**src/rtl/rstseq_pkg.sv**
```systemverilog
// Package: shared state encoding for the boot reset sequencer.
package rstseq_pkg;
    typedef enum logic [3:0] {
        ST_HOLD,
        ST_WAIT,
        ST_STK0,
        ST_STK1,
        ST_STK2,
        ST_VLO,
        ST_VHI,
        ST_FETCH,
        ST_RUN
    } seq_state_t;
endpackage

```
**src/rtl/pin_filter.sv**
```systemverilog
// Module: pin_filter
// Synchronises the asynchronous active-low reset pin with two flops. It
// accepts a low level only after MIN_CYC consecutive low samples.
// Assumes CLK_KHZ * MIN_LOW_NS fits in 32 bits.
module pin_filter #(
    parameter int CLK_KHZ    = 125000,
    parameter int MIN_LOW_NS = 2000
) (
    input  logic clk,
    input  logic rst_n,
    input  logic pin_n,
    output logic pin_lvl,
    output logic accept
);
    localparam int MIN_CYC = (CLK_KHZ * MIN_LOW_NS + 999999) / 1000000;
    localparam int CW      = $clog2(MIN_CYC + 1);
    localparam logic [CW-1:0] CNT_MAX = CW'(MIN_CYC);

    logic          s1_q, s2_q;
    logic [CW-1:0] low_cnt;

    // Two-flop synchroniser; resets to "low" so power-up counts as held.
    always_ff @(posedge clk) begin
        if (!rst_n) begin
            s1_q <= 1'b0;
            s2_q <= 1'b0;
        end else begin
            s1_q <= pin_n;
            s2_q <= s1_q;
        end
    end

    // Count consecutive low samples, saturating at the threshold.
    always_ff @(posedge clk) begin
        if (!rst_n)             low_cnt <= '0;
        else if (s2_q)          low_cnt <= '0;
        else if (low_cnt != CNT_MAX) low_cnt <= low_cnt + 1'b1;
    end

    assign pin_lvl = s2_q;
    assign accept  = (low_cnt == CNT_MAX) && !s2_q;

    AST_ACCEPT_AFTER_LOW: assert property (@(posedge clk) disable iff (!rst_n)
        accept |-> !$past(s2_q));
endmodule

```
**src/rtl/cascade_timer.sv**
```systemverilog
// Module: cascade_timer
// A prescaler divides the clock by PRESCALE and steps timer A. Each
// underflow of A steps timer B. The expire pulse marks B's underflow.
// Assumes load and run are never both high.
module cascade_timer #(
    parameter int          PRESCALE = 16,
    parameter int          W        = 8,
    parameter logic [7:0]  A_INIT   = 8'hFF,
    parameter logic [7:0]  B_INIT   = 8'h07
) (
    input  logic clk,
    input  logic rst_n,
    input  logic load,
    input  logic run,
    output logic expire
);
    localparam int PW = (PRESCALE > 1) ? $clog2(PRESCALE) : 1;
    localparam logic [PW-1:0] PRE_LAST = PW'(PRESCALE - 1);
    localparam logic [W-1:0]  A_LD     = W'(A_INIT);
    localparam logic [W-1:0]  B_LD     = W'(B_INIT);

    logic [PW-1:0] pre_q;
    logic [W-1:0]  a_q, b_q;
    logic          tick, a_uf;

    assign tick   = run && (pre_q == PRE_LAST);
    assign a_uf   = tick && (a_q == '0);
    assign expire = a_uf && (b_q == '0);

    // Prescaler and the two chained down-counters with reload on underflow.
    always_ff @(posedge clk) begin
        if (!rst_n || load) begin
            pre_q <= '0;
            a_q   <= A_LD;
            b_q   <= B_LD;
        end else if (run) begin
            pre_q <= tick ? '0 : pre_q + 1'b1;
            if (tick) a_q <= (a_q == '0) ? A_LD : a_q - 1'b1;
            if (a_uf) b_q <= (b_q == '0) ? B_LD : b_q - 1'b1;
        end
    end

    AST_A_STEPS_DOWN: assert property (@(posedge clk) disable iff (!rst_n)
        (tick && a_q != '0) |=> (a_q == $past(a_q) - 1'b1));
    AST_B_WAITS_FOR_A: assert property (@(posedge clk) disable iff (!rst_n)
        (run && !a_uf) |=> $stable(b_q));
endmodule

```
**src/rtl/boot_reset_seq.sv**
```systemverilog
// Module: boot_reset_seq (top)
// Holds the CPU core in reset while the pin is low and during the
// chained-timer wait. It then runs three stack dummy reads and two
// vector reads, loads the PC, and flags the first opcode fetch.
// Assumes memory returns bus_rdata combinationally within a clock.
module boot_reset_seq
    import rstseq_pkg::*;
#(
    parameter int         CLK_KHZ    = 125000,
    parameter int         MIN_LOW_NS = 2000,
    parameter int         PRESCALE   = 16,
    parameter logic [7:0] T3_INIT    = 8'hFF,
    parameter logic [7:0] T4_INIT    = 8'h07
) (
    input  logic        clk,
    input  logic        por_n,
    input  logic        rst_pin_n,
    input  logic [7:0]  sp_in,
    input  logic [7:0]  bus_rdata,
    output logic [15:0] bus_addr,
    output logic        bus_rd,
    output logic        sync,
    output logic        core_rst_n,
    output logic        ctl_clear,
    output logic        pc_load,
    output logic [15:0] pc_value
);
    localparam logic [15:0] VEC_LO_ADDR = 16'hFFFE;
    localparam logic [15:0] VEC_HI_ADDR = 16'hFFFF;

    seq_state_t state, nxt;
    logic       ph;
    logic [7:0] vec_lo, vec_hi;
    logic       pin_lvl, accept, expire;

    pin_filter #(.CLK_KHZ(CLK_KHZ), .MIN_LOW_NS(MIN_LOW_NS)) u_pin (
        .clk(clk), .rst_n(por_n), .pin_n(rst_pin_n),
        .pin_lvl(pin_lvl), .accept(accept)
    );

    cascade_timer #(.PRESCALE(PRESCALE), .W(8), .A_INIT(T3_INIT), .B_INIT(T4_INIT)) u_tmr (
        .clk(clk), .rst_n(por_n), .load(state == ST_HOLD),
        .run(state == ST_WAIT), .expire(expire)
    );

    // Next-state choice; an accepted reset overrides everything.
    always_comb begin
        nxt = state;
        unique case (state)
            ST_HOLD:  if (pin_lvl) nxt = ST_WAIT;
            ST_WAIT:  if (expire)  nxt = ST_STK0;
            ST_STK0:  if (ph)      nxt = ST_STK1;
            ST_STK1:  if (ph)      nxt = ST_STK2;
            ST_STK2:  if (ph)      nxt = ST_VLO;
            ST_VLO:   if (ph)      nxt = ST_VHI;
            ST_VHI:   if (ph)      nxt = ST_FETCH;
            ST_FETCH: if (ph)      nxt = ST_RUN;
            default:               nxt = state;
        endcase
        if (accept) nxt = ST_HOLD;
    end

    // State, half-period phase and vector byte capture.
    always_ff @(posedge clk) begin
        if (!por_n) begin
            state  <= ST_HOLD;
            ph     <= 1'b0;
            vec_lo <= 8'h00;
            vec_hi <= 8'h00;
        end else begin
            state <= nxt;
            ph    <= (nxt != state) ? 1'b0 : ~ph;
            if (state == ST_VLO && ph) vec_lo <= bus_rdata;
            if (state == ST_VHI && ph) vec_hi <= bus_rdata;
        end
    end

    // Bus and control outputs decoded from the current state.
    always_comb begin
        bus_addr   = 16'h0000;
        bus_rd     = 1'b0;
        sync       = 1'b0;
        core_rst_n = 1'b0;
        ctl_clear  = 1'b0;
        unique case (state)
            ST_HOLD, ST_WAIT: ctl_clear = 1'b1;
            ST_STK0: begin bus_addr = {8'h00, sp_in};         bus_rd = 1'b1; end
            ST_STK1: begin bus_addr = {8'h00, sp_in - 8'd1};  bus_rd = 1'b1; end
            ST_STK2: begin bus_addr = {8'h00, sp_in - 8'd2};  bus_rd = 1'b1; end
            ST_VLO:  begin bus_addr = VEC_LO_ADDR;            bus_rd = 1'b1; end
            ST_VHI:  begin bus_addr = VEC_HI_ADDR;            bus_rd = 1'b1; end
            ST_FETCH: begin
                bus_addr   = {vec_hi, vec_lo};
                bus_rd     = 1'b1;
                sync       = 1'b1;
                core_rst_n = 1'b1;
            end
            default: core_rst_n = 1'b1;
        endcase
    end

    assign pc_load  = (state == ST_FETCH) && !ph;
    assign pc_value = {vec_hi, vec_lo};

    AST_PCLOAD_PULSE: assert property (@(posedge clk) disable iff (!por_n)
        pc_load |=> !pc_load);
    AST_SYNC_RELEASED: assert property (@(posedge clk) disable iff (!por_n)
        sync |-> core_rst_n);
    AST_CLEAR_NO_BUS: assert property (@(posedge clk) disable iff (!por_n)
        ctl_clear |-> !bus_rd);
    AST_VEC_ORDER: assert property (@(posedge clk) disable iff (!por_n)
        (bus_rd && bus_addr == VEC_HI_ADDR && $past(bus_addr) != VEC_HI_ADDR)
        |-> $past(bus_addr) == VEC_LO_ADDR);
endmodule

```
**config.mk**
```make
export PLATFORM = sky130hd
export DESIGN_NAME = boot_reset_seq
export DESIGN_NICKNAME = d
export VERILOG_FILES = /design/src/rtl/rstseq_pkg.sv /design/src/rtl/pin_filter.sv /design/src/rtl/cascade_timer.sv /design/src/rtl/boot_reset_seq.sv
export SDC_FILE = /design/constraint.sdc
export NUM_CORES = 1
export LEC_CHECK = 0
export CELL_PAD_IN_SITES_DETAIL_PLACEMENT = 0
export CELL_PAD_IN_SITES_GLOBAL_PLACEMENT = 1
export CORE_MARGIN = 8
export CORE_UTILIZATION = 30
export CTS_CLUSTER_SIZE = 28
export DETAILED_ROUTE_END_ITERATION = 10
export PLACE_DENSITY_LB_ADDON = 0.15
export SLEW_MARGIN = 5
export SYNTH_ARGS = -nofsm -noshare
export SYNTH_HDL_FRONTEND = slang
export SYNTH_SLANG_ARGS = --single-unit
```
**constraint.sdc**
```tcl
create_clock -name clk -period 2.4 [get_ports clk]
set_input_delay 0.24 -clock clk [delete_from_list [all_inputs] [get_ports clk]]
set_output_delay 0.24 -clock clk [all_outputs]
set_load 0.05 [all_outputs]
```
==> qor.txt <==
Run status = finished clean
CTS Hold Bufs = 0
Root Buffer = clkbuf_8
Final setup viols = 0
Clk Latency, worst-skew pair = 290 ps
Pwr Total = 1.562 mW
Seq/Total Area, Yosys = 34.81%
Final Hold Vio Count = 0
Fmax achieved = 432.3 MHz
Min-Delay Path Class = flip-flop to flip-flop
Avg Cell Area, Syn = 8.285 um^2
Num CTS Buffers = 5
Slew HR = 57.25%
PortBufs = 55
Critical path type = flip-flop to output pin
DRT Wirelength = 7855 um
Largest net degree at the start of global routing = 22
Synth Register Bits = 51
Pwr per Cell Area = 380.8 mW/mm^2
Ant diodes = 0
Maximum VDD drop = 275.4 uV
Initial detailed-routing violation count = 123
Min cycle time layout = 2313 ps
Fin Clk Skew = 4.142 ps
GP Congestion = 0.7278
Area growth syn-to-layout = 39.89%
Mapped Cells = 354
YS warnings = 0
CP Max Fanout = 8
Slew Viols, Final = 0
Nets = 447
Pleak = 1.605 nW
Detailed placement HPWL = 6024 um
Most frequent cells in the layout = nand2_1 (47), dfxtp_1 (47), clkdlybuf4s50_1 (31), nor2_1 (28), buf_4 (27)
DRT Pass-1 Iters = 4
Worst Setup End Kind = output pin
DIE HEIGHT = 114.9 um
Syn nets = 383
Fin crit share = 96.37%
Worst Tran Pin Value = 637.8 ps
First-pass GRT wire length = 12360 um
Fin Hold WS = 441.7 ps
Post-synth top flop = dfxtp_1
Initial antenna violation count = 0
CTS tree = built
Total gr overflow = 0
All-Layer GR Usage = 11.56%
Ports = 56
Cell Area, Placed = 0.003897 mm^2
Post-synth EDFFs = 0
Worst Path Arrival = 2070 ps
Unique cell type count in the Yosys netlist = 55
Die area = 0.01320 mm^2
Num rows = 36
Routed vias/inst = 4.833
# fillers = 1012
Startpoint Class = flip-flop
Avg WL per Cell = 14.26 um
Layout cells sized above 1 = 18.18%
Max clock buf depth = 2
Req. time, crit path = 2160 ps
Finished Cell Area = 0.004103 mm^2
Clock slew at reported path FFs = 90 ps
Post-synth ARST share = 0%
Die W = 114.9 um
Core ar. = 0.009639 mm^2
MaxCap Viol Count = 0
Netlist Area Pre-Place = 0.002933 mm^2
Via Count = 2663
# clock sinks = 51
Initial Util = 30.43%
Remaining antenna violation count = 0
# DRC = 0
Setup TNS = 0 ps
H-tree Lvls = 2
Vias in the first global route = 2387
cells by family (layout without fill, tap and decap cells):
kind of cell,after synthesis,in the layout,synth area share (%)
AO/OA/AOI/OAI,61,61,14.16
XOR/XNOR,17,17,5.077
adder cells (fa/ha/maj),10,10,4.266
buffers and inverters,34,98,5.077
flip-flops,51,51,34.81
multiplexers,18,18,6.143
AND/OR/NAND/NOR,163,163,30.46
synthesized netlist by cell type (all sizes together) (4+ instances only):
cell type  number  area [um^2]
clkbuf         11        41.29
ha             10        125.1
nand2b          4        25.02
dfxtp          51         1021
o21ai          13        65.06
xor2           10        87.58
nand2          47        176.4
nor4b           5        65.06
nor2b          20        125.1
o31ai           4        30.03
or3             6        37.54
mux2i          18        180.2
buf            11        62.56
a21oi          14        70.07
nand4           6        37.54
nor3           12        71.32
nand3b          5        37.54
nor2           28        105.1
nand3           8        40.04
inv            12        45.04
xnor2           7        61.31
routing by layer:
metal,vias to the layer above,track usage [%],wire length (um)
met2,37,18.04,3624
met3,5,2.574,364
met5,-,0,0
li1,1378,-,-
met1,1243,15.61,3800
met4,0,3.152,65
state kept, by name, summed over array words and instances (netlist names):
register and cells:
u_pin.low_cnt 8, vec_hi 8, u_pin.s1_q 1, ph 1, u_tmr.a_q 8, vec_lo 8
u_tmr.pre_q 4, u_pin.pin_lvl 1, u_tmr.b_q 8, state 4
cell type report:
class	count	area [um^2]	area share (%)
multi-input combinational	269	1847	45.01
sequential	51	1033	25.19
timing repair buffer	79	908.4	22.14
tap	133	166.4	4.056
clock buffer	6	72.57	1.769
inverter	12	45.04	1.098
clock inverter	1	30.03	0.7319
power breakdown:
group | leakage [nW] | total (mW) | switching (mW) | internal [mW]
Sequential | 0.415 | 0.862 | 0.0111 | 0.851
Clock | 0.0513 | 0.579 | 0.273 | 0.306
Combinational | 1.14 | 0.122 | 0.0571 | 0.0646
through the flow:
| step | util, % | std cells | setup slack [ps] |
|---|---|---|---|
| after floorplan | - | 354 | 0.6255 |
| after global placement | 40.43 | 541 | -113.6 |
| after detailed placement | 40.43 | 541 | -141.4 |
| after CTS | 42.20 | 548 | 2.885 |
| after global routing | 42.56 | 551 | -1.454 |
| final | 42.56 | 551 | 87.01 |
repair_timing:
| item | CTS | global route |
|---|---|---|
| resized for setup | 18 | 7 |
| endpoints found under the setup margin | 5 | 4 |
| setup buffers | 0 | 3 |
| hold endpoints to repair | 0 | 0 |
| pin swaps | 4 | 3 |
final timing paths:
| check | to | slack (ps) | start | cells after the start |
|---|---|---|---|---|
| max reg2reg | u_tmr.b_q[5]$_SDFFE_PP0P_ | 400 | u_tmr.a_q[0]$_SDFFE_PP1P_ | 6 |
| min | u_pin.pin_lvl$_SDFF_PN0_ | 440 | u_pin.s1_q$_SDFF_PN0_ | 1 |
| max | bus_addr[5] | 90 | state[0]$_SDFF_PN0_ | 4 |
| min reg2reg | u_pin.pin_lvl$_SDFF_PN0_ | 440 | u_pin.s1_q$_SDFF_PN0_ | 1 |
worst max-delay path, cell delays in order, from the launching register on:
cell and delay [ps]:
dfxtp_4 380, or3b_1 390, a2111o_1 480, o311ai_4 350, buf_12 180
Power figures use the tool's default switching activity.
